### config.mk
export PLATFORM = sky130hd
export DESIGN_NAME = arcade_video_timing
export DESIGN_NICKNAME = d
export VERILOG_FILES = /design/src/rtl/vtg_pkg.sv /design/src/rtl/vtg_counter.sv /design/src/rtl/vtg_h_flags.sv /design/src/rtl/vtg_v_flags.sv /design/src/rtl/arcade_video_timing.sv
export SDC_FILE = /design/constraint.sdc
export NUM_CORES = 1
export LEC_CHECK = 0
export BUFFER_PORTS_ARGS = -buffer_cell sky130_fd_sc_hd__buf_2
export CORE_MARGIN = 2
export CORE_UTILIZATION = 55
export CTS_CLUSTER_SIZE = 30
export DETAILED_ROUTE_END_ITERATION = 10
export GPL_TIMING_DRIVEN = 0
export PLACE_DENSITY = 0.84
export SYNTH_ARGS = -nofsm -noshare
export SYNTH_HDL_FRONTEND = slang
export SYNTH_SLANG_ARGS = --single-unit
export TNS_END_PERCENT = 1
### constraint.sdc
create_clock -name clk -period 2.1 [get_ports clk]
set_input_delay 0.63 -clock clk [delete_from_list [all_inputs] [get_ports clk]]
set_output_delay 0.63 -clock clk [all_outputs]
set_load 0.01 [all_outputs]
### src/rtl/vtg_pkg.sv
package vtg_pkg;

  // counter width and the bit whose rising edge clocks every flag
  localparam int CW       = 9;
  localparam int EDGE_BIT = 4;

  typedef logic [CW-1:0] cnt_t;

  // next counter value: hold, reload at terminal, or count up
  function automatic cnt_t count_step(cnt_t cur, logic en, cnt_t term, cnt_t load);
    if (!en)         return cur;
    if (cur == term) return load;
    return cur + cnt_t'(1);
  endfunction

  // rising edge of the flag-clock bit between two successive counts
  function automatic logic edge_rise(cnt_t cur, cnt_t nxt);
    return !cur[EDGE_BIT] && nxt[EDGE_BIT];
  endfunction

  // horizontal blank: held off in the upper half, set on an edge
  // unless bits 5 and 6 are both high, which clears it
  function automatic logic hblank_step(cnt_t cur, cnt_t nxt, logic blank);
    if (nxt[CW-1])           return 1'b0;
    if (edge_rise(cur, nxt)) return !(nxt[EDGE_BIT+1] && nxt[EDGE_BIT+2]);
    return blank;
  endfunction

  // horizontal sync (active high internally): only inside blanking,
  // starts on an edge once blanking is already running, ends when bit 6 is high
  function automatic logic hsync_step(cnt_t cur, cnt_t nxt, logic blank_now,
                                      logic blank_next, logic sync);
    if (!blank_next)          return 1'b0;
    if (edge_rise(cur, nxt)) begin
      if (nxt[EDGE_BIT+2])    return 1'b0;
      if (blank_now)          return 1'b1;
    end
    return sync;
  endfunction

  // vertical blank: set on an edge with bits 5..7 all high, cleared with all low
  function automatic logic vblank_step(cnt_t cur, cnt_t nxt, logic blank);
    if (edge_rise(cur, nxt)) begin
      if (&nxt[EDGE_BIT+3:EDGE_BIT+1]) return 1'b1;
      if (~|nxt[EDGE_BIT+3:EDGE_BIT+1]) return 1'b0;
    end
    return blank;
  endfunction

  // vertical sync (active high internally): set by the reload, ended by bit 8
  function automatic logic vsync_step(logic reload, cnt_t nxt, logic sync);
    if (reload)    return 1'b1;
    if (nxt[CW-1]) return 1'b0;
    return sync;
  endfunction

endpackage

### src/rtl/vtg_counter.sv
module vtg_counter
  import vtg_pkg::*;
#(
  parameter cnt_t TERM = cnt_t'(9'h1FE),
  parameter cnt_t LOAD = cnt_t'(9'h081)
) (
  input  logic clk,
  input  logic rst,
  input  logic en,
  output cnt_t cnt,
  output cnt_t nxt,
  output logic wrap
);

  assign nxt  = count_step(cnt, en, TERM, LOAD);
  assign wrap = en && (cnt == TERM);

  always_ff @(posedge clk) begin
    if (rst) cnt <= LOAD;
    else     cnt <= nxt;
  end

endmodule

### src/rtl/vtg_h_flags.sv
module vtg_h_flags
  import vtg_pkg::*;
(
  input  logic clk,
  input  logic rst,
  input  cnt_t cur,
  input  cnt_t nxt,
  output logic blank,
  output logic sync
);

  logic blank_d;
  logic sync_d;

  always_comb begin
    blank_d = hblank_step(cur, nxt, blank);
    sync_d  = hsync_step(cur, nxt, blank, blank_d, sync);
  end

  always_ff @(posedge clk) begin
    if (rst) begin
      blank <= 1'b0;
      sync  <= 1'b0;
    end else begin
      blank <= blank_d;
      sync  <= sync_d;
    end
  end

endmodule

### src/rtl/vtg_v_flags.sv
module vtg_v_flags
  import vtg_pkg::*;
(
  input  logic clk,
  input  logic rst,
  input  cnt_t cur,
  input  cnt_t nxt,
  input  logic reload,
  output logic blank,
  output logic sync
);

  always_ff @(posedge clk) begin
    if (rst) begin
      blank <= 1'b0;
      sync  <= 1'b0;
    end else begin
      blank <= vblank_step(cur, nxt, blank);
      sync  <= vsync_step(reload, nxt, sync);
    end
  end

endmodule

### src/rtl/arcade_video_timing.sv
module arcade_video_timing
  import vtg_pkg::*;
#(
  parameter logic [CW-1:0] H_TERM = 9'h1FE,
  parameter logic [CW-1:0] H_LOAD = 9'h081,
  parameter logic [CW-1:0] V_TERM = 9'h1FE,
  parameter logic [CW-1:0] V_LOAD = 9'h0F9
) (
  input  logic          clk,
  input  logic          rst,
  output logic [CW-1:0] h_count,
  output logic [CW-1:0] v_count,
  output logic          hblank,
  output logic          hsync_n,
  output logic          vblank,
  output logic          vsync_n
);

  // named internal events, also observed by the bound checker
  cnt_t h_cnt, h_nxt;
  cnt_t v_cnt, v_nxt;
  logic h_wrap;
  logic v_wrap;
  logic hsync_act;
  logic vsync_act;

  vtg_counter #(.TERM(H_TERM), .LOAD(H_LOAD)) u_hcnt (
    .clk(clk), .rst(rst), .en(1'b1),
    .cnt(h_cnt), .nxt(h_nxt), .wrap(h_wrap)
  );

  vtg_counter #(.TERM(V_TERM), .LOAD(V_LOAD)) u_vcnt (
    .clk(clk), .rst(rst), .en(h_wrap),
    .cnt(v_cnt), .nxt(v_nxt), .wrap(v_wrap)
  );

  vtg_h_flags u_hflags (
    .clk(clk), .rst(rst), .cur(h_cnt), .nxt(h_nxt),
    .blank(hblank), .sync(hsync_act)
  );

  vtg_v_flags u_vflags (
    .clk(clk), .rst(rst), .cur(v_cnt), .nxt(v_nxt), .reload(v_wrap),
    .blank(vblank), .sync(vsync_act)
  );

  assign h_count = h_cnt;
  assign v_count = v_cnt;
  assign hsync_n = !hsync_act;
  assign vsync_n = !vsync_act;

endmodule

==> out/results.txt <==
Outcome - completed
DR iter-0 viols - 12
Initial antenna violation count - 0
Post-DP HPWL - 1886 µm
Cells along the critical path - ha_1 > nand2_1 > nor3_2 > nor2_1 > a32o_1
CTS clk-pin slew, worst paths - 0.12 ns
Power, Total - 0.7159 mW
Die Wd - 49.23 µm
Root Buffer - clkbuf_4
CP required - 2.32 ns
Synth area leader - dfxtp_1
Slew Viols, Final - 0
DRC violations left - 0
Worst Max-Slew Pin Slew - 0.5155 ns
Net Sw Frac - 23.69%
WL/cell - 13.27 µm
Slew HR - 65.45%
Non-Filler Instances - 184
Hold Violations, Final - 0
Die area - 2423 µm²
Final ANT Viol Nets - 0
Clock buffer depth - 2
Skew final - 0.005243 ns
Buf+Inv Stages, Crit Path - 0
CTS resizes - 0
Largest net degree at the start of global routing - 13
Leak pwr - 0.5556 nW
Num rows - 16
Vias in the first global route - 1028
Filler cells - 182
Gpl congestion - 0.8271
Via Count - 1071
Leading register cell type out of synthesis - dfxtp_1
Unrepaired setup endpoints after global routing - false
Slowest-stage cell, CP - dfxtp_1
Fmax - 581.2 MHz
Total setup buffers inserted after CTS - 0
Initial Util - 57.93%
Syn Inst Count - 131
Critical path type - reg2reg
Setup TNS - 0 ns
Startpoint type of the worst setup path - flip-flop
# nets final - 164
Ant diodes - 0
Sequential area share after synthesis - 39.15%
Worst vdd ir - 0.5113 mV
Vias per cell - 5.821
Register share of total power - 60.9%
Core area - 1942 µm²
# placed instances - 180
CTS tree - done
Yosys cell types - 35
Mean Syn Cell Area - 8.586 µm²
Max cap viols - 0
Asr flop ratio synth - 0%
Grt total ovfl - 0
Switching power total - 0.1696 mW
CTS buffer count - 3
Port Buf Inserts - 22
Slowest stage delay, CP - 0.43 ns
Worst setup EP type - flip-flop
Fin util - 67.20%
# IOs - 24
Combinational power share - 5.9%
Post-route minimum period - 1.720 ns
Hold-fix buffers, CTS - 0
Yosys reg bits - 22
Final WL - 2442 µm
Ys Warns - 0
CTS H-tree depth - 1
Die H - 49.23 µm
Area contributors post-synth - dfxtp_1 (39%), nor2_1 (6.0%), ha_1 (4.4%)
Layout cells sized above 1 - 22.29%
1st-pass router iterations - 4
Cell area after synthesis - 1125 µm²
First-pass GRT wire length - 4319 µm
WP data arrival - 1.94 ns
Clock share of power - 33.2%
Worst skew pair latency - 0.32 ns
Pint - 0.5464 mW
Power Density - 548.6 nW/µm²
Net Count, Synth - 137
HP Class - reg2reg
Most frequent cells in the layout - buf_2 (22), dfxtp_1 (22), nor2_1 (18)
CP delay by family, top - simple AND/OR/NAND/NOR gates
Clock sinks - 22
Synthesis-to-finish area growth - 16.02%
EDFF count, synth - 0
Critical path peak fanout - 9
Tot GR Track Use - 22.72%
Final period utilization - 81.93%
Final setup viols - 0
Share of the synthesized area in the top cell type - 39.15%
==> through the flow <==
stage | area (µm²) | setup slack (ns) | hold WS (ns)
floorplan | 1125 | 0.5983 | 0.4622
global placement | 1269 | 0.4122 | 0.4469
detailed placement | 1269 | 0.3817 | 0.4609
CTS | 1305 | 0.4052 | 0.4919
global route | 1305 | 0.1947 | 0.5164
finish | 1305 | 0.3795 | 0.4927
==> cell type report <==
type,count,area [µm²],share of cell area [%]
plain buffers,5,41.29,3.164
clock buffers,4,36.28,2.780
inverters,6,22.52,1.726
multi-input cells,98,620.6,47.56
flip-flops and latches,22,440.4,33.75
well taps,27,33.78,2.589
repair buffers,22,110.1,8.437
==> layer usage <==
| metal | GRT usage, % | wire, µm | vias up |
|---|---|---|---|
| met5 | 0 | 0 | - |
| met4 | 11.90 | 25 | 0 |
| met3 | 3.681 | 101 | 3 |
| met2 | 38.74 | 1224 | 38 |
| met1 | 27.15 | 1090 | 504 |
| li1 | - | - | 526 |
==> final timing paths <==
check / from / to / slack, ns / cells after the start
min: u_hcnt.cnt[0] / u_hcnt.cnt[0] / 0.49 / 1
min reg2reg: u_hcnt.cnt[0] / u_hcnt.cnt[0] / 0.49 / 1
max: u_vcnt.cnt[1] / u_vcnt.cnt[2] / 0.38 / 5
max reg2reg: u_vcnt.cnt[1] / u_vcnt.cnt[2] / 0.38 / 5
==> logic make-up after synthesis <==
| logic type | count (synthesis) | synth area share (%) |
|---|---|---|
| adder cells (fa/ha/maj) | 4 | 4.450 |
| AND/OR/NAND/NOR | 61 | 28.92 |
| XOR/XNOR | 6 | 4.672 |
| AO/OA/AOI/OAI | 27 | 17.13 |
| buffers and inverters | 11 | 5.672 |
| flip-flops | 22 | 39.15 |
==> cell usage after synthesis (2+ instances only) <==
cell / number
xnor2_1: 2
nor2b_1: 3
a31oi_1: 3
buf_6: 3
o21ai_1: 5
nand4b_1: 2
dfxtp_1: 22
o21ai_0: 2
o2111a_1: 2
nand3_1: 6
and3_1: 5
nor2_1: 18
a311o_1: 2
inv_1: 6
xor2_1: 4
nor3_1: 5
nor3b_1: 2
a21oi_1: 7
a32oi_1: 2
nor3_2: 2
nand2_1: 11
ha_1: 4
==> power groups by stage <==
stage	Clock [mW]	Sequential (mW)	Combinational [mW]
after detailed placement	0	0.445	0.0420
after global routing	0.256	0.438	0.0467
final	0.238	0.436	0.0421
after floorplan	0	0.447	0.0244
after CTS	0.240	0.436	0.0423
after global placement	0	0.445	0.0404
==> flip-flops by register name (all words and copies together), names as in the netlist <==
signal / flops
u_hflags.blank: 1
u_vflags.blank: 1
u_hcnt.cnt: 9
u_vflags.sync: 1
u_vcnt.cnt: 9
u_hflags.sync: 1
(Power assumes the default switching activity.)
